## src/rtl/dram_seq_pkg.sv

```systemverilog
package dram_seq_pkg;

  typedef enum logic [1:0] {
    CMD_READ  = 2'b00,
    CMD_WRITE = 2'b01,
    CMD_RMW   = 2'b10,
    CMD_RSVD  = 2'b11
  } cmd_e;

  typedef enum logic [3:0] {
    S_IDLE,
    S_ROWS,
    S_RAH,
    S_COLS,
    S_CASLO,
    S_TURN,
    S_WSET,
    S_WLO,
    S_CASUP,
    S_PRE
  } state_e;

  typedef enum logic [1:0] {
    AS_NONE,
    AS_ROW,
    AS_COL
  } asel_e;

  function automatic int imax(input int a, input int b);
    return (a > b) ? a : b;
  endfunction

  function automatic int atleast1(input int a);
    return (a < 1) ? 1 : a;
  endfunction

endpackage

```

## src/rtl/dram_seq_timer.sv

```systemverilog
module dram_seq_timer #(
  parameter int CNT_W = 4
) (
  input  logic             clk,
  input  logic             rst_n,
  input  logic             load,
  input  logic [CNT_W-1:0] load_val,
  output logic             expired
);

  logic [CNT_W-1:0] cnt;

  always_ff @(posedge clk) begin
    if (!rst_n) begin
      cnt <= '0;
    end else if (load) begin
      cnt <= load_val;
    end else if (cnt != '0) begin
      cnt <= cnt - 1'b1;
    end
  end

  assign expired = (cnt == '0);

endmodule

```

## src/rtl/dram_seq_ras_meter.sv

```systemverilog
module dram_seq_ras_meter #(
  parameter int T_RAS = 8
) (
  input  logic clk,
  input  logic rst_n,
  input  logic ras_low,
  output logic met
);

  localparam int LIM   = (T_RAS < 1) ? 1 : T_RAS;
  localparam int CNT_W = $clog2(LIM + 1);
  localparam logic [CNT_W-1:0] SAT    = CNT_W'(LIM);
  localparam logic [CNT_W-1:0] THRESH = CNT_W'(LIM - 1);

  logic [CNT_W-1:0] cnt;

  // Counts the cycles that ras has already spent low before the current one.
  always_ff @(posedge clk) begin
    if (!rst_n) begin
      cnt <= '0;
    end else if (!ras_low) begin
      cnt <= '0;
    end else if (cnt != SAT) begin
      cnt <= cnt + 1'b1;
    end
  end

  assign met = ras_low && (cnt >= THRESH);

endmodule

```

## src/rtl/dram_seq_dpath.sv

```systemverilog
module dram_seq_dpath
  import dram_seq_pkg::*;
#(
  parameter int ROW_W  = 10,
  parameter int COL_W  = 10,
  parameter int DATA_W = 16
) (
  input  logic                          clk,
  input  logic                          rst_n,
  input  logic                          accept,
  input  logic [1:0]                    req_cmd,
  input  logic [ROW_W+COL_W-1:0]        req_addr,
  input  logic [DATA_W-1:0]             req_wdata,
  input  asel_e                         asel,
  input  logic                          capture,
  input  logic [DATA_W-1:0]             dq_i,
  output cmd_e                          cmd_q,
  output logic [imax(ROW_W,COL_W)-1:0]  dram_addr,
  output logic [DATA_W-1:0]             dq_o,
  output logic [DATA_W-1:0]             rdata
);

  localparam int ADDR_W = imax(ROW_W, COL_W);

  logic [ROW_W-1:0]  row_q;
  logic [COL_W-1:0]  col_q;
  logic [DATA_W-1:0] wdata_q;

  always_ff @(posedge clk) begin
    if (!rst_n) begin
      cmd_q   <= CMD_READ;
      row_q   <= '0;
      col_q   <= '0;
      wdata_q <= '0;
    end else if (accept) begin
      cmd_q   <= cmd_e'(req_cmd);
      row_q   <= req_addr[ROW_W+COL_W-1:COL_W];
      col_q   <= req_addr[COL_W-1:0];
      wdata_q <= req_wdata;
    end
  end

  always_ff @(posedge clk) begin
    if (!rst_n) begin
      rdata <= '0;
    end else if (capture) begin
      rdata <= dq_i;
    end
  end

  always_comb begin
    unique case (asel)
      AS_ROW:  dram_addr = ADDR_W'(row_q);
      AS_COL:  dram_addr = ADDR_W'(col_q);
      default: dram_addr = '0;
    endcase
  end

  assign dq_o = wdata_q;

endmodule

```

## src/rtl/dram_seq.sv

```systemverilog
module dram_seq
  import dram_seq_pkg::*;
#(
  parameter int ROW_W  = 10,
  parameter int COL_W  = 10,
  parameter int DATA_W = 16,
  parameter int T_ASR  = 1,
  parameter int T_RAH  = 1,
  parameter int T_ASC  = 1,
  parameter int T_CAH  = 2,
  parameter int T_RAS  = 8,
  parameter int T_RP   = 3,
  parameter int T_CAS  = 2,
  parameter int T_CRP  = 1,
  parameter int T_DS   = 1,
  parameter int T_DH   = 2,
  parameter int T_WP   = 2,
  parameter int T_RAC  = 6,
  parameter int T_CAC  = 3,
  parameter int T_OEA  = 2,
  parameter int T_AA   = 4
) (
  input  logic                          clk,
  input  logic                          rst_n,
  input  logic                          req_valid,
  output logic                          req_ready,
  input  logic [1:0]                    req_cmd,
  input  logic [ROW_W+COL_W-1:0]        req_addr,
  input  logic [DATA_W-1:0]             req_wdata,
  output logic                          rsp_valid,
  output logic [DATA_W-1:0]             rsp_rdata,
  output logic                          ras_n,
  output logic                          cas_n,
  output logic                          we_n,
  output logic                          oe_n,
  output logic [imax(ROW_W,COL_W)-1:0]  dram_addr,
  output logic [DATA_W-1:0]             dq_o,
  output logic                          dq_oe,
  input  logic [DATA_W-1:0]             dq_i
);

  localparam int ADDR_W = imax(ROW_W, COL_W);

  // Phase lengths in cycles, each at least one.
  localparam int D_ROWS = atleast1(T_ASR);
  localparam int D_RAH  = atleast1(T_RAH);
  localparam int D_COLS = atleast1(imax(T_ASC, T_DS));
  localparam int D_RD   = atleast1(imax(imax(imax(T_CAS, T_CAH), imax(T_CAC, T_OEA)),
                                        imax(T_AA - D_COLS, T_RAC - D_RAH - D_COLS)));
  localparam int D_WR   = atleast1(imax(imax(T_CAS, T_CAH), imax(T_DH, T_WP)));
  localparam int D_WSET = atleast1(T_DS);
  localparam int D_WLO  = atleast1(imax(T_WP, T_DH));
  localparam int D_PRE  = atleast1(imax(T_RP, T_CRP));
  localparam int D_MAX  = imax(imax(imax(D_ROWS, D_RAH), imax(D_COLS, D_RD)),
                               imax(imax(D_WR, D_WSET), imax(D_WLO, D_PRE)));
  localparam int TMR_W  = imax(1, $clog2(D_MAX + 1));

  state_e state, nxt;
  cmd_e   cmd_q;
  asel_e  asel;
  logic   tmr_expired;
  logic   tmr_load;
  logic [TMR_W-1:0] tmr_val;
  logic   ras_low;
  logic   ras_met;
  logic   accept;
  logic   capture;
  logic   is_write;
  logic   is_rmw;
  logic   rsp_q;

  assign is_write = (cmd_q == CMD_WRITE);
  assign is_rmw   = (cmd_q == CMD_RMW);
  assign accept   = (state == S_IDLE) && req_valid;

  always_ff @(posedge clk) begin
    if (!rst_n) begin
      state <= S_IDLE;
    end else begin
      state <= nxt;
    end
  end

  always_comb begin
    nxt = state;
    unique case (state)
      S_IDLE:  if (req_valid)   nxt = S_ROWS;
      S_ROWS:  if (tmr_expired) nxt = S_RAH;
      S_RAH:   if (tmr_expired) nxt = S_COLS;
      S_COLS:  if (tmr_expired) nxt = S_CASLO;
      S_CASLO: if (tmr_expired) nxt = is_rmw ? S_TURN : S_CASUP;
      S_TURN:  if (tmr_expired) nxt = S_WSET;
      S_WSET:  if (tmr_expired) nxt = S_WLO;
      S_WLO:   if (tmr_expired) nxt = S_CASUP;
      S_CASUP: if (ras_met)     nxt = S_PRE;
      S_PRE:   if (tmr_expired) nxt = S_IDLE;
      default: nxt = S_IDLE;
    endcase
  end

  always_comb begin
    unique case (nxt)
      S_ROWS:  tmr_val = TMR_W'(D_ROWS - 1);
      S_RAH:   tmr_val = TMR_W'(D_RAH - 1);
      S_COLS:  tmr_val = TMR_W'(D_COLS - 1);
      S_CASLO: tmr_val = is_write ? TMR_W'(D_WR - 1) : TMR_W'(D_RD - 1);
      S_WSET:  tmr_val = TMR_W'(D_WSET - 1);
      S_WLO:   tmr_val = TMR_W'(D_WLO - 1);
      S_PRE:   tmr_val = TMR_W'(D_PRE - 1);
      default: tmr_val = '0;
    endcase
  end

  assign tmr_load = (nxt != state);

  dram_seq_timer #(
    .CNT_W (TMR_W)
  ) u_timer (
    .clk      (clk),
    .rst_n    (rst_n),
    .load     (tmr_load),
    .load_val (tmr_val),
    .expired  (tmr_expired)
  );

  assign ras_low = !((state == S_IDLE) || (state == S_ROWS) || (state == S_PRE));

  dram_seq_ras_meter #(
    .T_RAS (T_RAS)
  ) u_ras_meter (
    .clk     (clk),
    .rst_n   (rst_n),
    .ras_low (ras_low),
    .met     (ras_met)
  );

  always_comb begin
    unique case (state)
      S_ROWS, S_RAH:                               asel = AS_ROW;
      S_COLS, S_CASLO, S_TURN, S_WSET, S_WLO, S_CASUP: asel = AS_COL;
      default:                                     asel = AS_NONE;
    endcase
  end

  assign capture = (state == S_CASLO) && tmr_expired && !is_write;

  dram_seq_dpath #(
    .ROW_W  (ROW_W),
    .COL_W  (COL_W),
    .DATA_W (DATA_W)
  ) u_dpath (
    .clk       (clk),
    .rst_n     (rst_n),
    .accept    (accept),
    .req_cmd   (req_cmd),
    .req_addr  (req_addr),
    .req_wdata (req_wdata),
    .asel      (asel),
    .capture   (capture),
    .dq_i      (dq_i),
    .cmd_q     (cmd_q),
    .dram_addr (dram_addr),
    .dq_o      (dq_o),
    .rdata     (rsp_rdata)
  );

  always_ff @(posedge clk) begin
    if (!rst_n) begin
      rsp_q <= 1'b0;
    end else begin
      rsp_q <= (state == S_CASUP) && ras_met;
    end
  end

  assign rsp_valid = rsp_q;
  assign req_ready = (state == S_IDLE);
  assign ras_n     = !ras_low;
  assign cas_n     = !((state == S_CASLO) || (state == S_TURN) ||
                       (state == S_WSET)  || (state == S_WLO));
  assign we_n      = !((is_write && ((state == S_COLS) || (state == S_CASLO))) ||
                       (state == S_WLO));
  assign oe_n      = !((state == S_CASLO) && !is_write);
  assign dq_oe     = (is_write && ((state == S_COLS) || (state == S_CASLO))) ||
                     (state == S_WSET) || (state == S_WLO);

endmodule

```

## config.mk

```make
export PLATFORM = sky130hd
export DESIGN_NAME = dram_seq
export DESIGN_NICKNAME = d
export VERILOG_FILES = /design/src/rtl/dram_seq_pkg.sv /design/src/rtl/dram_seq_timer.sv /design/src/rtl/dram_seq_ras_meter.sv /design/src/rtl/dram_seq_dpath.sv /design/src/rtl/dram_seq.sv
export SDC_FILE = /design/constraint.sdc
export NUM_CORES = 1
export LEC_CHECK = 0
export BUFFER_PORTS_ARGS = -buffer_cell sky130_fd_sc_hd__buf_2
export CORE_ASPECT_RATIO = 1.2
export CORE_MARGIN = 8
export CORE_UTILIZATION = 50
export CTS_BUF_LIST = sky130_fd_sc_hd__clkbuf_8
export CTS_CLUSTER_DIAMETER = 80
export DETAILED_ROUTE_END_ITERATION = 7
export GPL_TIMING_DRIVEN = 0
export PLACE_DENSITY = 0.8
export SKIP_CTS_REPAIR_TIMING = 1
export SYNTH_ARGS = -nofsm -noshare
export SYNTH_HDL_FRONTEND = slang
export SYNTH_SLANG_ARGS = --single-unit
```

## constraint.sdc

```tcl
create_clock -name clk -period 4.3 [get_ports clk]
set_input_delay 0.645 -clock clk [delete_from_list [all_inputs] [get_ports clk]]
set_output_delay 0.645 -clock clk [all_outputs]
set_load 0.005 [all_outputs]
```

Yosys cells after proc, flatten, opt, wreduce, memory -nomap -nowiden:

Memories as Yosys holds them, arrays and structs flattened. A register that Yosys moved wholly into a read port is not among the register bits.
Index checks and enable logic that the tools add are counted.

* word-level logic and storage cells: 76
* memories kept: 1
* ROM bits: 32
* bits in registers: 66
* input port bits: 57
* output and inout bits: 49

* muxes and demuxes: 18
* add/subtract/negate cells: 2
* equal/unequal tests: 18
* bitwise logic cells: 1
* reduce and logical (&&, ||, !) cells: 26
* order comparisons: 1

Memories
* (no name shown): words 16, width 2, rd ports 1, clocked after memory_dff 1, wr ports 0, line dram_seq.sv:138 `unique case (state)`

Operators by type and width (count)
* 2-to-1 mux 4 bit: 12
* one-hot mux 4 bit (10 select lines): 1
* == test 4 x 3 -> 1 bit (second input constant): 6
* one-hot mux 10 bit (2 select lines): 1
* == test 4 bit (second input constant): 3
* logical OR 1 bit: 9
* == test 4 x 2 -> 1 bit (second input constant): 2
* logical AND 1 bit: 7
* 2-to-1 mux 3 bit: 2
* one-hot mux 2 bit (3 select lines): 1
* logical NOT 1 bit: 5
* adder 4 x 1 -> 4 bit (second input constant): 1
* == test 2 x 1 -> 1 bit (second input constant): 2
* == test 2 bit (second input constant): 2
* == test 4 x 1 -> 1 bit (second input constant): 1
* greater-or-equal comparator 4 x 3 -> 1 bit (second input constant): 1
* logical NOT 4 bit: 1
* inequality test 4 bit: 1
* inequality test 4 bit (second input constant): 1
* logical NOT 3 bit: 1
* nonzero test 3 bit: 1
* subtractor 3 x 1 -> 3 bit (second input constant): 1
* 2-to-1 mux 2 bit: 1
* nonzero test 2 bit: 1
* 2 further kinds: 2

Logic depth before layout (Yosys ltp):

Gate-level depths: netlist of run 1.

* depth after elaboration: 10
* mapped depth: 11
* mapped depth without buffers: 10

Modules after synthesis:

A second synthesis of run 1 with hierarchy kept.

* cells, all modules: 325
* area total of the unflattened synthesis: 3229.3 um^2

Modules (own cells, without submodules)
* dram_seq_dpath: times used 1, area an instance 2212.1 um^2, cells an instance 200, seq. area each 1081.0 um^2
* dram_seq: times used 1, area an instance 598.1 um^2, cells an instance 80, seq. area each 140.1 um^2
* dram_seq_ras_meter: times used 1, area an instance 214.0 um^2, cells an instance 23, seq. area each 80.1 um^2
* dram_seq_timer: times used 1, area an instance 205.2 um^2, cells an instance 22, seq. area each 60.1 um^2

Worst setup path after synthesis of run 1:

Ideal clock, no wire load.

* path kind: input to register
* from: input port req_valid
* to: register, netlist name asel[0]
* arrival time: 1862 ps
* required time: 4185 ps
* stages on the path: 7
* slack: 2323 ps
* setup time: 115 ps
* path through: or2_1 -> a221oi_2 -> a221oi_2 -> and2_1 -> inv_1 -> ha_1 -> and2_1

* longest elaborated chain between the ends: 3

Ends and longest elaborated chain
* from (decl): line dram_seq.sv:25 `input logic req_valid,`
* 2-to-1 mux 4 bit: line dram_seq.sv:87 `S_IDLE: if (req_valid) nxt = S_ROWS;`
* one-hot mux 4 bit (10 select lines): line dram_seq.sv:86 `unique case (state)`
* 2-to-1 mux 4 bit (no source line)

Every way passes these cells.
A chain may end at the register's enable or synchronous reset.

Worst setup path in the final report of run 1:

* from: register, netlist name asel[1]
* to: output port dram_addr[9]

* longest elaborated chain between the ends: 2
* elaborated cells between the ends (all ways): 3
* those cells by class: eq/ne: 2; mux: 1

Ends and longest elaborated chain
* == test 2 bit / == test 2 x 1 -> 1 bit (equally long branches): line dram_seq_dpath.sv:52 `unique case (asel)`
* one-hot mux 10 bit (2 select lines) *: line dram_seq_dpath.sv:52
* to (decl): line dram_seq.sv:36 `output logic [imax(ROW_W,COL_W)-1:0] dram_addr,`

Every way passes the cells marked *; elsewhere a longest branch is shown, timed or not.

==> impl_metrics.xml, run 1 <==
<?xml version="1.0" encoding="UTF-8"?>
<metrics>
  <group name="clock_tree">
    <metric name="number_of_h_tree_branching_levels" unit="">3</metric>
    <metric name="num_cts_buffers" unit="">9</metric>
    <metric name="root_buffer" unit="">sky130_fd_sc_hd__clkbuf_8</metric>
    <metric name="clk-insertion-delay-late" unit="ps">340</metric>
    <metric name="cts.sinks" unit="">68</metric>
    <metric name="cts.path.max_buffers" unit="">2</metric>
    <metric name="path_clk_slew" unit="ps">80</metric>
    <metric name="tritoncts" unit="">yes</metric>
  </group>
  <group name="critical_path">
    <metric name="critPathRequiredTime" unit="ps">3650</metric>
    <metric name="worst_path_max_delay_cell" unit="">sky130_fd_sc_hd__clkbuf_1</metric>
    <metric name="cp_data_arrival_time" unit="ps">1650</metric>
    <metric name="timing.reg2reg.setup_slack" unit="ps">2070</metric>
    <metric name="endpoint_kind" unit="">primary output</metric>
    <metric name="cp_cell_sequence" unit="">inv_1 &gt; ha_1 &gt; clkbuf_1 &gt; a22oi_1 &gt; nor2_1 &gt; buf_2</metric>
    <metric name="crit_family" unit="">buffers and inverters</metric>
    <metric name="critPathLaunchType" unit="">flip-flop</metric>
    <metric name="crit_path_max_fanout" unit="">10</metric>
    <metric name="worst_path_largest_cell_delay" unit="ps">390</metric>
    <metric name="crit_type" unit="">flip-flop to primary output</metric>
    <metric name="worst-path-buf-inv" unit="">3</metric>
  </group>
  <group name="power">
    <metric name="ir_drop" unit="V">0.0002918</metric>
    <metric name="power.density_cell_area" unit="nW/um^2">544.7</metric>
    <metric name="sequentialPowerShare" unit="%">38.1</metric>
    <metric name="report.power.total" unit="W">0.002086</metric>
    <metric name="cellLeakagePower" unit="nW">1.693</metric>
    <metric name="total_switching_power" unit="W">0.0007270</metric>
    <metric name="clock_share_of_power" unit="%">28.0</metric>
    <metric name="p_int" unit="W">0.001359</metric>
    <metric name="switching_share" unit="%">34.85</metric>
    <metric name="share_of_total_power_in_combinational_logic" unit="%">33.9</metric>
  </group>
  <group name="synthesis">
    <metric name="yosys_register_bits" unit="">68</metric>
    <metric name="synthDominantAreaCellType" unit="">sky130_fd_sc_hd__dfxtp_1</metric>
    <metric name="synth.top_cell.area_share" unit="%">45.75</metric>
    <metric name="register_area_share_after_synthesis" unit="%">45.75</metric>
    <metric name="synth_top_cells_by_area" unit="">sky130_fd_sc_hd__dfxtp_1 46%, sky130_fd_sc_hd__nand2_1 15%, sky130_fd_sc_hd__a21oi_1 9.9%</metric>
    <metric name="mappedNetlistArea" unit="um^2">2975</metric>
    <metric name="synth-edff-count" unit="">0</metric>
    <metric name="gate_count_of_the_mapped_netlist" unit="">380</metric>
    <metric name="postSynthNetCount" unit="">445</metric>
    <metric name="yosys_warn_count" unit="">0</metric>
    <metric name="synth_flop_cell" unit="">sky130_fd_sc_hd__dfxtp_1</metric>
    <metric name="number_of_distinct_library_cell_variants_in_the_gate_level_netlist_after_synthesis" unit="">41</metric>
    <metric name="synthesis.area_per_instance" unit="um^2">7.830</metric>
    <metric name="synthArstFlopShare" unit="%">0</metric>
  </group>
  <group name="global_routing">
    <metric name="first_global_vias" unit="">2896</metric>
    <metric name="grt_first_pass_wirelength" unit="um">12720</metric>
    <metric name="grt_max_degree" unit="">13</metric>
    <metric name="grt_antenna_before_repair" unit="">0</metric>
    <metric name="global_route_total_usage_across_every_layer" unit="%">18.17</metric>
    <metric name="globalRouteOverflowTotal" unit="">0</metric>
  </group>
  <group name="timing">
    <metric name="post_route_setup_tns" unit="ps">0</metric>
    <metric name="tightest_slew" unit="ps">493.7</metric>
    <metric name="post-route-period-util" unit="%">53.40</metric>
    <metric name="layout_min_cycle_time" unit="ps">2296</metric>
    <metric name="grt_setup_unrepaired" unit="">no</metric>
    <metric name="timing.final.setup_violations" unit="">0</metric>
    <metric name="worst_slew_margin_rel" unit="%">67.08</metric>
    <metric name="max_freq" unit="GHz">0.4355</metric>
    <metric name="drv_slew" unit="">0</metric>
    <metric name="report.final.hold_viol_count" unit="">0</metric>
    <metric name="worst_clock_skew" unit="ps">12.05</metric>
  </group>
  <group name="placed_design">
    <metric name="detailed_place_hpwl" unit="um">5981</metric>
    <metric name="numPlacedInstances" unit="">567</metric>
    <metric name="dpl-instance-area" unit="um^2">3603</metric>
    <metric name="io_buffer_count" unit="">105</metric>
    <metric name="gpl.final_weighted_congestion" unit="">0.8520</metric>
  </group>
  <group name="final_layout">
    <metric name="diodes" unit="">0</metric>
    <metric name="syn2layout_area_growth" unit="%">28.72</metric>
    <metric name="net_count_of_the_finished_layout" unit="">561</metric>
    <metric name="fin_cells" unit="">583</metric>
    <metric name="finish.instance_area" unit="um^2">3830</metric>
    <metric name="drive_above_1_share" unit="%">27.74</metric>
  </group>
  <group name="routing">
    <metric name="vias_after_detailed_routing" unit="">2902</metric>
    <metric name="drt-initial-drc-count" unit="">129</metric>
    <metric name="route.final.wire_length" unit="um">7924</metric>
    <metric name="detail-route-antenna-nets" unit="">0</metric>
    <metric name="avgRoutedWirePerCell" unit="um">13.59</metric>
    <metric name="detail_route.vias_per_cell" unit="">4.978</metric>
    <metric name="detailedRoute.firstPassIterationCount" unit="">4</metric>
    <metric name="drcViolationCount" unit="">0</metric>
  </group>
  <group name="die">
    <metric name="die_h" unit="um">100.5</metric>
    <metric name="top_level_ports" unit="">106</metric>
    <metric name="overall_die_width" unit="um">86.42</metric>
    <metric name="coreArea" unit="um^2">5896</metric>
    <metric name="initial_utilization" unit="%">50.47</metric>
    <metric name="placementRows" unit="">31</metric>
    <metric name="design.die.area" unit="um^2">8686</metric>
  </group>
  <group name="flow_run">
    <metric name="max_cap_viol_count" unit="">0</metric>
  </group>
  <group name="worst_hold_path">
    <metric name="min_delay_path_class" unit="">flip-flop to flip-flop</metric>
  </group>
  <group name="status">
    <metric name="outcome" unit="">finished, final reports clean</metric>
  </group>
</metrics>
synth_stat cells, types with 2 or more instances:
master	instances
sky130_fd_sc_hd__a221oi_2	2
sky130_fd_sc_hd__or2_1	2
sky130_fd_sc_hd__nor3_1	3
sky130_fd_sc_hd__mux2i_1	2
sky130_fd_sc_hd__clkbuf_1	14
sky130_fd_sc_hd__and3b_1	3
sky130_fd_sc_hd__nand3_1	3
sky130_fd_sc_hd__a21o_1	3
sky130_fd_sc_hd__nand2_1	117
sky130_fd_sc_hd__xnor2_1	4
sky130_fd_sc_hd__a22oi_1	10
sky130_fd_sc_hd__inv_1	14
sky130_fd_sc_hd__a21oi_1	59
sky130_fd_sc_hd__a31o_2	2
sky130_fd_sc_hd__o21ai_0	4
sky130_fd_sc_hd__buf_6	2
sky130_fd_sc_hd__nor2_1	22
sky130_fd_sc_hd__nor2b_1	2
sky130_fd_sc_hd__dfxtp_1	68
sky130_fd_sc_hd__and2_1	4
sky130_fd_sc_hd__ha_1	8
sky130_fd_sc_hd__buf_2	7
sky130_fd_sc_hd__nand3b_1	3
sky130_fd_sc_hd__nand2b_1	5
cells by family after synthesis:
kind of cell | Yosys count | synth area share [%]
adders and majority gates | 8 | 3.364
DFF | 68 | 45.75
and+or+nand+nor | 171 | 24.94
AOI/OAI and AO/OA | 88 | 18.21
buffers and inverters | 38 | 5.593
muxes | 2 | 0.6729
xor gates and xnor gates | 5 | 1.472
worst reg2reg max path, cell delays in order (launching register included):
cell                       delay [ps]
sky130_fd_sc_hd__dfxtp_1          300
sky130_fd_sc_hd__inv_1            100
sky130_fd_sc_hd__ha_1             270
sky130_fd_sc_hd__and3b_1          230
sky130_fd_sc_hd__a221oi_2          60
sky130_fd_sc_hd__a221oi_2         470
sky130_fd_sc_hd__and2_1           220
sky130_fd_sc_hd__inv_1             50
sky130_fd_sc_hd__ha_1             280
sky130_fd_sc_hd__and2_1           130
per-stage QoR:
stage,hold slack (ps),util (%),setup slack [ps]
6_report,453.7,64.96,2004
2_1_floorplan,436.0,-,2323
3_3_place_gp,439.0,61.12,2131
5_1_grt,477.9,64.96,1824
4_1_cts,454.5,64.96,2002
3_5_place_dp,444.4,61.12,2077
registers in the layout (all words and copies together), names as in the netlist:
| register | count |
|---|---|
| u_dpath.dq_o | 16 |
| state | 4 |
| rsp_valid | 1 |
| u_dpath.row_q | 10 |
| u_dpath.cmd_q | 2 |
| asel | 2 |
| u_timer.cnt | 3 |
| u_dpath.col_q | 10 |
| u_ras_meter.cnt | 4 |
| u_dpath.rdata | 16 |
power groups by stage:
stage | sequential, W | clock (W) | combinational (W)
after detailed placement | 0.000809 | 0 | 0.000706
after global routing | 0.000807 | 0.000624 | 0.000795
after floorplan | 0.000801 | 0 | 0.000494
after global placement | 0.000804 | 0 | 0.000681
final | 0.000795 | 0.000583 | 0.000708
after CTS | 0.000795 | 0.000594 | 0.000712
final timing paths:
path | startpoint | to | cells after the start
setup / recovery | asel[1] | dram_addr[9] | 6
hold / removal | u_dpath.rdata[7] | u_dpath.rdata[7] | 2
setup reg to reg | u_timer.cnt[0] | asel[0] | 9
hold reg to reg | u_dpath.rdata[7] | u_dpath.rdata[7] | 2
routing by layer:
| metal | global-route usage [%] | wire [um] | vias up |
|---|---|---|---|
| met5 | 0 | 0 | - |
| li1 | - | - | 1489 |
| met1 | 19.66 | 3266 | 1295 |
| met2 | 31.63 | 3892 | 105 |
| met3 | 6.199 | 644 | 13 |
| met4 | 7.039 | 121 | 0 |
layout by cell type (no fill, tap or decap), types with 4 or more instances in the layout:
cell type,n
sky130_fd_sc_hd__nand2_1,117
sky130_fd_sc_hd__buf_2,112
sky130_fd_sc_hd__dfxtp_1,68
sky130_fd_sc_hd__a21oi_1,59
sky130_fd_sc_hd__nor2_1,22
sky130_fd_sc_hd__inv_1,15
sky130_fd_sc_hd__clkbuf_1,14
sky130_fd_sc_hd__a22oi_1,10
sky130_fd_sc_hd__clkbuf_8,10
sky130_fd_sc_hd__ha_1,8
sky130_fd_sc_hd__nand2b_1,5
sky130_fd_sc_hd__xnor2_1,4
sky130_fd_sc_hd__o21ai_0,4
sky130_fd_sc_hd__and2_1,4
final cells by class:
type / instances / area, um^2
plain buffers: 24 / 113.9
multi-input cells: 274 / 1448
well taps: 82 / 102.6
fillers: 515 / 2066
flip-flops and latches: 68 / 1361
clock buffers: 10 / 137.6
clock inverters: 6 / 88.84
inverters: 14 / 52.55
repair buffers: 105 / 525.5
(Power assumes the default switching activity.)
==> run 2: changes to the inputs <==
--- a/config.mk
+++ b/config.mk
@@ -5,15 +5,16 @@
 export SDC_FILE = /design/constraint.sdc
 export NUM_CORES = 1
 export LEC_CHECK = 0
+export ABC_AREA = 1
 export BUFFER_PORTS_ARGS = -buffer_cell sky130_fd_sc_hd__buf_2
 export CORE_ASPECT_RATIO = 1.2
 export CORE_MARGIN = 8
-export CORE_UTILIZATION = 50
+export CORE_UTILIZATION = 47
 export CTS_BUF_LIST = sky130_fd_sc_hd__clkbuf_8
 export CTS_CLUSTER_DIAMETER = 80
 export DETAILED_ROUTE_END_ITERATION = 7
 export GPL_TIMING_DRIVEN = 0
-export PLACE_DENSITY = 0.8
+export PLACE_DENSITY = 0.79
 export SKIP_CTS_REPAIR_TIMING = 1
 export SYNTH_ARGS = -nofsm -noshare
 export SYNTH_HDL_FRONTEND = slang
==> constraint.sdc (replaced) <==
create_clock -name clk -period 2 [get_ports clk]
set_input_delay 0.3 -clock clk [delete_from_list [all_inputs] [get_ports clk]]
set_output_delay 0.3 -clock clk [all_outputs]
set_load 0.005 [all_outputs]
==> run 2 against run 1 <==
Compared with the run above: cell area is 3.7% higher; worst hold slack worse by 270 ps; highest routed layer unchanged; combinational power is 130% higher; via count is 13% higher.
==> impl_metrics.xml, run 2 <==
<?xml version="1.0" encoding="UTF-8"?>
<metrics>
  <group name="synthesis">
    <metric name="synthArstFlopShare" unit="%">0</metric>
    <metric name="synth_top_cells_by_count" unit="">94 x sky130_fd_sc_hd__nand2_1, 68 x sky130_fd_sc_hd__dfxtp_1, 62 x sky130_fd_sc_hd__nor2_1</metric>
    <metric name="yosys_register_bits" unit="">68</metric>
    <metric name="yosysMostFrequentCell" unit="">sky130_fd_sc_hd__nand2_1</metric>
    <metric name="yosys_warn_count" unit="">0</metric>
    <metric name="synth_top_cells_by_area" unit="">sky130_fd_sc_hd__dfxtp_1 44%, sky130_fd_sc_hd__nand2_1 11%, sky130_fd_sc_hd__a21oi_1 8.4%</metric>
    <metric name="gate_count_of_the_mapped_netlist" unit="">438</metric>
    <metric name="synth_compound_gate_area_share" unit="%">13.09</metric>
    <metric name="synthDominantAreaCellType" unit="">sky130_fd_sc_hd__dfxtp_1</metric>
    <metric name="synth_simple_gate_area_share" unit="%">31.87</metric>
    <metric name="synth.top_cell.area_share" unit="%">43.94</metric>
    <metric name="dominant_combinational_cell_family_by_area_after_synthesis" unit="">simple AND/OR/NAND/NOR gates</metric>
    <metric name="mappedNetlistArea" unit="um^2">3098</metric>
    <metric name="synth.area.mux_share" unit="%">0</metric>
    <metric name="synthesis.area_per_instance" unit="um^2">7.073</metric>
    <metric name="synth-adder-area-share" unit="%">3.231</metric>
    <metric name="register_area_share_after_synthesis" unit="%">43.94</metric>
    <metric name="synth-edff-count" unit="">0</metric>
    <metric name="number_of_distinct_library_cell_variants_in_the_gate_level_netlist_after_synthesis" unit="">29</metric>
    <metric name="synth_flop_cell" unit="">sky130_fd_sc_hd__dfxtp_1</metric>
    <metric name="postSynthNetCount" unit="">503</metric>
    <metric name="yosys.area_share.xor_xnor" unit="%">0.5654</metric>
  </group>
  <group name="die">
    <metric name="design.die.area" unit="um^2">9456</metric>
    <metric name="overall_die_width" unit="um">90.12</metric>
    <metric name="die_h" unit="um">104.9</metric>
    <metric name="coreArea" unit="um^2">6406</metric>
    <metric name="placementRows" unit="">32</metric>
    <metric name="initial_utilization" unit="%">48.36</metric>
    <metric name="top_level_ports" unit="">106</metric>
  </group>
  <group name="clock_tree">
    <metric name="number_of_h_tree_branching_levels" unit="">3</metric>
    <metric name="cts.sinks" unit="">68</metric>
    <metric name="tritoncts" unit="">yes</metric>
    <metric name="root_buffer" unit="">sky130_fd_sc_hd__clkbuf_8</metric>
    <metric name="path_clk_slew" unit="ps">70</metric>
    <metric name="num_cts_buffers" unit="">9</metric>
    <metric name="cts.path.max_buffers" unit="">2</metric>
    <metric name="clk-insertion-delay-late" unit="ps">340</metric>
  </group>
  <group name="final_layout">
    <metric name="layout_common_cells" unit="">111 x sky130_fd_sc_hd__buf_2, 94 x sky130_fd_sc_hd__nand2_1, 68 x sky130_fd_sc_hd__dfxtp_1</metric>
    <metric name="layout_commonest_cell" unit="">sky130_fd_sc_hd__buf_2</metric>
    <metric name="multi_input_combinational_cell_area" unit="um^2">1548</metric>
    <metric name="drive_above_1_share" unit="%">28.80</metric>
    <metric name="utilization" unit="%">62.01</metric>
    <metric name="layout.filler_cells" unit="">627</metric>
    <metric name="syn2layout_area_growth" unit="%">28.23</metric>
    <metric name="net_count_of_the_finished_layout" unit="">621</metric>
    <metric name="area_taken_by_flip_flops_and_latches" unit="um^2">1361</metric>
    <metric name="diodes" unit="">0</metric>
  </group>
  <group name="power">
    <metric name="switching_share" unit="%">36.99</metric>
    <metric name="report.power.total" unit="W">0.004282</metric>
    <metric name="share_of_total_power_in_combinational_logic" unit="%">37.9</metric>
    <metric name="cellLeakagePower" unit="nW">1.906</metric>
    <metric name="power.density_cell_area" unit="nW/um^2">1078</metric>
    <metric name="p_int" unit="W">0.002698</metric>
    <metric name="sequentialPowerShare" unit="%">38.3</metric>
    <metric name="total_switching_power" unit="W">0.001584</metric>
    <metric name="ir_drop" unit="V">0.0007034</metric>
    <metric name="clock_share_of_power" unit="%">23.8</metric>
  </group>
  <group name="critical_path">
    <metric name="rr_endpoint" unit="">asel[0]</metric>
    <metric name="endpoint_kind" unit="">flip-flop</metric>
    <metric name="cp_cell_sequence" unit="">inv_2 &gt; ha_4 &gt; a21oi_1 &gt; nand2_1 &gt; nand2_1 &gt; nor2_4 &gt; nand2_2 &gt; inv_1 &gt; nor2_2 &gt; inv_1 &gt; ha_1 &gt; nor3b_1</metric>
    <metric name="worst-r2r-cell-count" unit="">12</metric>
    <metric name="timing.reg2reg.setup_slack" unit="ps">70</metric>
    <metric name="crit_path_max_fanout" unit="">4</metric>
    <metric name="critPathLaunchType" unit="">flip-flop</metric>
    <metric name="worst_path_largest_cell_delay" unit="ps">370</metric>
    <metric name="cp_data_arrival_time" unit="ps">2150</metric>
    <metric name="critPathRequiredTime" unit="ps">2220</metric>
    <metric name="worst_path_max_delay_cell" unit="">sky130_fd_sc_hd__dfxtp_1</metric>
    <metric name="startpoint_of_the_most_critical_register_to_register_path" unit="">u_timer.cnt[0]</metric>
    <metric name="crit_type" unit="">flip-flop to flip-flop</metric>
  </group>
  <group name="timing">
    <metric name="max_freq" unit="GHz">0.5171</metric>
    <metric name="worst_slew_margin_rel" unit="%">62.62</metric>
    <metric name="timing.final.setup_violations" unit="">0</metric>
    <metric name="drv_slew" unit="">0</metric>
    <metric name="post_route_setup_tns" unit="ps">0</metric>
    <metric name="layout_min_cycle_time" unit="ps">1934</metric>
    <metric name="worst_clock_skew" unit="ps">14.07</metric>
    <metric name="tightest_slew" unit="ps">560.7</metric>
    <metric name="grt_setup_unrepaired" unit="">yes</metric>
    <metric name="report.final.hold_viol_count" unit="">0</metric>
    <metric name="fin_worst_hold_slack" unit="ps">182.5</metric>
    <metric name="post-route-period-util" unit="%">96.69</metric>
  </group>
  <group name="global_routing">
    <metric name="grt_first_pass_wirelength" unit="um">14690</metric>
    <metric name="grt_max_degree" unit="">11</metric>
    <metric name="grt_antenna_before_repair" unit="">0</metric>
    <metric name="global_route_total_usage_across_every_layer" unit="%">18.58</metric>
    <metric name="globalRouteOverflowTotal" unit="">0</metric>
    <metric name="first_global_vias" unit="">3327</metric>
  </group>
  <group name="flow_run">
    <metric name="max_cap_viol_count" unit="">0</metric>
  </group>
  <group name="routing">
    <metric name="dr_wl_met2" unit="um">4554</metric>
    <metric name="met3_length" unit="um">498</metric>
    <metric name="drcViolationCount" unit="">0</metric>
    <metric name="detailedRoute.firstPassIterationCount" unit="">4</metric>
    <metric name="drt-met1-wl" unit="um">3645</metric>
    <metric name="top_layer" unit="">met4</metric>
    <metric name="avgRoutedWirePerCell" unit="um">13.93</metric>
    <metric name="drt-initial-drc-count" unit="">195</metric>
    <metric name="route.final.wire_length" unit="um">8969</metric>
    <metric name="detail_route.vias_per_cell" unit="">5.082</metric>
    <metric name="detail-route-antenna-nets" unit="">0</metric>
    <metric name="vias_after_detailed_routing" unit="">3273</metric>
  </group>
  <group name="worst_hold_path">
    <metric name="min_delay_path_class" unit="">input port to flip-flop</metric>
    <metric name="hold_path_end" unit="">u_dpath.rdata[1]</metric>
    <metric name="holdCritStartpoint" unit="">dq_i[1]</metric>
    <metric name="holdPathStages" unit="">3</metric>
  </group>
  <group name="placed_design">
    <metric name="detailed_place_hpwl" unit="um">6776</metric>
    <metric name="gpl.final_weighted_congestion" unit="">0.9049</metric>
    <metric name="io_buffer_count" unit="">104</metric>
  </group>
  <group name="status">
    <metric name="outcome" unit="">finished, final reports clean</metric>
  </group>
</metrics>
## run 2: worst max-delay path by stage
| stage | startpoint | end | slack (ps) | cells after the start |
|---|---|---|---|---|
| after floorplan | u_timer.cnt[0] | asel[0] | 170 | 13 |
| after global placement | req_valid | asel[0] | -90 | 10 |
| after detailed placement | u_timer.cnt[0] | asel[0] | -110 | 13 |
| after CTS | u_timer.cnt[0] | asel[0] | -130 | 13 |
| after global routing | state[2] | asel[0] | -20 | 11 |
| final | u_timer.cnt[0] | asel[0] | 70 | 12 |
## run 2: logic make-up (layout without fill, tap and decap cells)
family	Yosys count	in the layout
adders and majority gates	8	8
buffers and inverters	55	176
and+or+nand+nor	226	226
AOI/OAI and AO/OA	79	79
DFF	68	68
xor gates and xnor gates	2	2
## run 2: area by class of cell
class                   instances  area share, %
multi-input cells             315          38.96
flip-flops and latches         68          34.27
repair buffers                110          14.24
clock buffers                  12          4.157
inverters                      30          2.835
well taps                      85          2.677
plain buffers                  22          2.583
clock inverters                 2         0.2835
## run 2: worst max-delay path: cells and delay by family, from the launching register on
family,cells,cell delay (ps)
AO/OA/AOI/OAI,1,200
buffers and inverters,3,210
AND/OR/NAND/NOR,6,610
flip-flops,1,370
adder cells (fa/ha/maj),2,440
## run 2: routing by layer
| layer | vias to the layer above | track usage [%] |
|---|---|---|
| met4 | 0 | 10.73 |
| li1 | 1649 | - |
| met2 | 100 | 32.40 |
| met3 | 25 | 5.154 |
| met5 | - | 0 |
| met1 | 1499 | 19.74 |
## run 2: power groups by stage
stage,Sequential [W],Combinational [W],Clock (W)
after global routing,0.00166,0.00183,0.00109
after CTS,0.00164,0.00147,0.00104
after floorplan,0.00165,0.00103,0
final,0.00164,0.00162,0.00102
after global placement,0.00165,0.00143,0
after detailed placement,0.00167,0.00146,0
## run 2: stage by stage
stage | setup slack, ps | instance area (um^2) | instances
finish | 66.23 | 3973 | 644
global route | -24.52 | 3973 | 644
CTS | -132.5 | 3901 | 641
detailed placement | -114.5 | 3725 | 627
global placement | -92.44 | 3725 | 627
floorplan | 169.2 | 3098 | 438
==> run 3: changes to the inputs <==
--- a/config.mk
+++ b/config.mk
@@ -9,12 +9,12 @@
 export BUFFER_PORTS_ARGS = -buffer_cell sky130_fd_sc_hd__buf_2
 export CORE_ASPECT_RATIO = 1.2
 export CORE_MARGIN = 8
-export CORE_UTILIZATION = 47
+export CORE_UTILIZATION = 50
 export CTS_BUF_LIST = sky130_fd_sc_hd__clkbuf_8
 export CTS_CLUSTER_DIAMETER = 80
 export DETAILED_ROUTE_END_ITERATION = 7
 export GPL_TIMING_DRIVEN = 0
-export PLACE_DENSITY = 0.79
+export PLACE_DENSITY = 0.8
 export SKIP_CTS_REPAIR_TIMING = 1
 export SYNTH_ARGS = -nofsm -noshare
 export SYNTH_HDL_FRONTEND = slang
==> constraint.sdc (replaced) <==
create_clock -name clk -period 2.3 [get_ports clk]
set_input_delay 0.345 -clock clk [delete_from_list [all_inputs] [get_ports clk]]
set_output_delay 0.345 -clock clk [all_outputs]
set_load 0.005 [all_outputs]
==> run 3 against run 2 <==
Compared with the run above: largest power group unchanged; core utilization rose by 3.0 points; clock-buffer cell count fell by 3; first-iteration DRC count fell by 13%; largest cell class unchanged; sequential share of layout area rose by 0.57 points; setup slack improved by 110 ps; critical path depth fell by 6; register-to-register slack improved by 160 ps.
==> impl_metrics.xml, run 3 (synthesis gave the netlist of run 2 again) <==
<?xml version="1.0" encoding="UTF-8"?>
<metrics>
  <group name="flow_run">
    <metric name="max_cap_viol_count" unit="">0</metric>
  </group>
  <group name="die">
    <metric name="die_h" unit="um">102.2</metric>
    <metric name="top_level_ports" unit="">106</metric>
    <metric name="placementRows" unit="">31</metric>
    <metric name="design.die.area" unit="um^2">8981</metric>
    <metric name="overall_die_width" unit="um">87.86</metric>
    <metric name="initial_utilization" unit="%">51.53</metric>
    <metric name="coreArea" unit="um^2">6012</metric>
  </group>
  <group name="critical_path">
    <metric name="cp_common_cell" unit="">sky130_fd_sc_hd__buf_2</metric>
    <metric name="worst_path_largest_cell_delay" unit="ps">380</metric>
    <metric name="cp_cell_sequence" unit="">buf_4 &gt; inv_2 &gt; nand2_2 &gt; nor2_2 &gt; buf_2 &gt; buf_2</metric>
    <metric name="worst_path_max_delay_cell" unit="">sky130_fd_sc_hd__nor2_2</metric>
    <metric name="worst-path-buf-inv" unit="">4</metric>
    <metric name="cp_data_arrival_time" unit="ps">1780</metric>
    <metric name="critPathRequiredTime" unit="ps">1960</metric>
    <metric name="crit_path_max_fanout" unit="">10</metric>
    <metric name="crit_type" unit="">flip-flop to primary output</metric>
    <metric name="crit_family" unit="">buffers and inverters</metric>
    <metric name="critPathLaunchType" unit="">flip-flop</metric>
    <metric name="endpoint_kind" unit="">primary output</metric>
  </group>
  <group name="clock_tree">
    <metric name="tritoncts" unit="">yes</metric>
    <metric name="num_cts_buffers" unit="">9</metric>
    <metric name="number_of_h_tree_branching_levels" unit="">3</metric>
    <metric name="cts.path.max_buffers" unit="">2</metric>
    <metric name="root_buffer" unit="">sky130_fd_sc_hd__clkbuf_8</metric>
    <metric name="path_clk_slew" unit="ps">70</metric>
    <metric name="cts.sinks" unit="">68</metric>
    <metric name="clk-insertion-delay-late" unit="ps">330</metric>
  </group>
  <group name="power">
    <metric name="ir_drop" unit="V">0.0005539</metric>
    <metric name="share_of_total_power_in_combinational_logic" unit="%">35.1</metric>
    <metric name="p_int" unit="W">0.002272</metric>
    <metric name="cellLeakagePower" unit="nW">1.881</metric>
    <metric name="switching_share" unit="%">37.07</metric>
    <metric name="total_switching_power" unit="W">0.001338</metric>
    <metric name="clock_share_of_power" unit="%">25.5</metric>
    <metric name="power.density_cell_area" unit="nW/um^2">923.9</metric>
    <metric name="sequentialPowerShare" unit="%">39.4</metric>
  </group>
  <group name="final_layout">
    <metric name="syn2layout_area_growth" unit="%">26.13</metric>
    <metric name="multi_input_combinational_cell_area" unit="um^2">1515</metric>
    <metric name="utilization" unit="%">64.99</metric>
    <metric name="layout.filler_cells" unit="">558</metric>
    <metric name="area_taken_by_flip_flops_and_latches" unit="um^2">1361</metric>
    <metric name="net_count_of_the_finished_layout" unit="">618</metric>
    <metric name="layout_common_cells" unit="">111 x sky130_fd_sc_hd__buf_2, 94 x sky130_fd_sc_hd__nand2_1, 68 x sky130_fd_sc_hd__dfxtp_1</metric>
    <metric name="drive_above_1_share" unit="%">27.11</metric>
    <metric name="layout_commonest_cell" unit="">sky130_fd_sc_hd__buf_2</metric>
    <metric name="diodes" unit="">0</metric>
  </group>
  <group name="global_routing">
    <metric name="global_route_total_usage_across_every_layer" unit="%">19.35</metric>
    <metric name="globalRouteOverflowTotal" unit="">0</metric>
    <metric name="first_global_vias" unit="">3156</metric>
    <metric name="grt_max_degree" unit="">12</metric>
    <metric name="grt_antenna_before_repair" unit="">0</metric>
    <metric name="grt_first_pass_wirelength" unit="um">13780</metric>
  </group>
  <group name="placed_design">
    <metric name="detailed_place_hpwl" unit="um">6584</metric>
    <metric name="io_buffer_count" unit="">104</metric>
    <metric name="gpl.final_weighted_congestion" unit="">0.8733</metric>
  </group>
  <group name="timing">
    <metric name="post_route_setup_tns" unit="ps">0</metric>
    <metric name="fin_worst_hold_slack" unit="ps">234.0</metric>
    <metric name="report.final.hold_viol_count" unit="">0</metric>
    <metric name="timing.final.setup_violations" unit="">0</metric>
    <metric name="max_freq" unit="GHz">0.4708</metric>
    <metric name="layout_min_cycle_time" unit="ps">2124</metric>
    <metric name="grt_setup_unrepaired" unit="">no</metric>
    <metric name="worst_slew_margin_rel" unit="%">62.39</metric>
    <metric name="tightest_slew" unit="ps">564.1</metric>
    <metric name="drv_slew" unit="">0</metric>
    <metric name="post-route-period-util" unit="%">92.36</metric>
    <metric name="worst_clock_skew" unit="ps">12.93</metric>
  </group>
  <group name="worst_hold_path">
    <metric name="min_delay_path_class" unit="">input port to flip-flop</metric>
  </group>
  <group name="routing">
    <metric name="drt-initial-drc-count" unit="">170</metric>
    <metric name="top_layer" unit="">met4</metric>
    <metric name="drcViolationCount" unit="">0</metric>
    <metric name="drt-met1-wl" unit="um">3376</metric>
    <metric name="vias_after_detailed_routing" unit="">3245</metric>
    <metric name="detailedRoute.firstPassIterationCount" unit="">5</metric>
    <metric name="avgRoutedWirePerCell" unit="um">13.38</metric>
    <metric name="detail_route.vias_per_cell" unit="">5.078</metric>
    <metric name="met3_length" unit="um">533</metric>
    <metric name="dr_wl_met2" unit="um">4462</metric>
    <metric name="route.final.wire_length" unit="um">8550</metric>
    <metric name="detail-route-antenna-nets" unit="">0</metric>
  </group>
  <group name="status">
    <metric name="outcome" unit="">finished, final reports clean</metric>
  </group>
</metrics>
[run 3: layer usage]
layer  track usage, %  vias up
met3            6.597       13
li1                 -     1645
met4            8.753        0
met2            34.22       92
met1            20.04     1495
met5                0        -
[run 3: metrics by stage]
stage | std cells | total power, W | cell area (um^2) | setup WS [ps]
global route | 639 | 0.003874 | 3908 | 35.20
finish | 639 | 0.003610 | 3908 | 175.8
CTS | 639 | 0.003617 | 3902 | 161.8
floorplan | 438 | 0.002330 | 3098 | 469.2
detailed placement | 624 | 0.002706 | 3721 | 62.02
global placement | 624 | 0.002676 | 3721 | 148.0
[run 3: final cells by class]
cell class                 instances  share of cell area [%]
timing repair buffer             104                   13.32
clock inverter                     6                   1.473
inverter                          30                   2.882
buffer                            25                   2.914
tap                               82                   2.626
sequential                        68                   34.84
clock buffer                       9                   3.170
multi-input combinational        315                   38.78
[run 3: tightest hold or removal path, stage by stage]
cell and delay, ps:
sky130_fd_sc_hd__buf_2 70, sky130_fd_sc_hd__nor2_1 30, sky130_fd_sc_hd__nor2_1 80
[run 3: power by group through the flow]
stage               Sequential, W  Clock, W  Combinational (W)
floorplan                 0.00144         0           0.000892
global placement          0.00144         0            0.00124
detailed placement        0.00145         0            0.00126
CTS                       0.00142  0.000928            0.00127
global route              0.00144  0.000983            0.00145
finish                    0.00142  0.000919            0.00127
[run 3: final timing paths]
check / start / end / slack [ps] / depth (start not counted)
worst max-delay path: state[1] / req_ready / 180 / 6
worst min-delay path: dq_i[8] / u_dpath.rdata[8] / 230 / 3
worst max register to register: u_timer.cnt[0] / asel[0] / 230 / 13
worst min register to register: u_dpath.dq_o[3] / u_dpath.dq_o[3] / 470 / 2
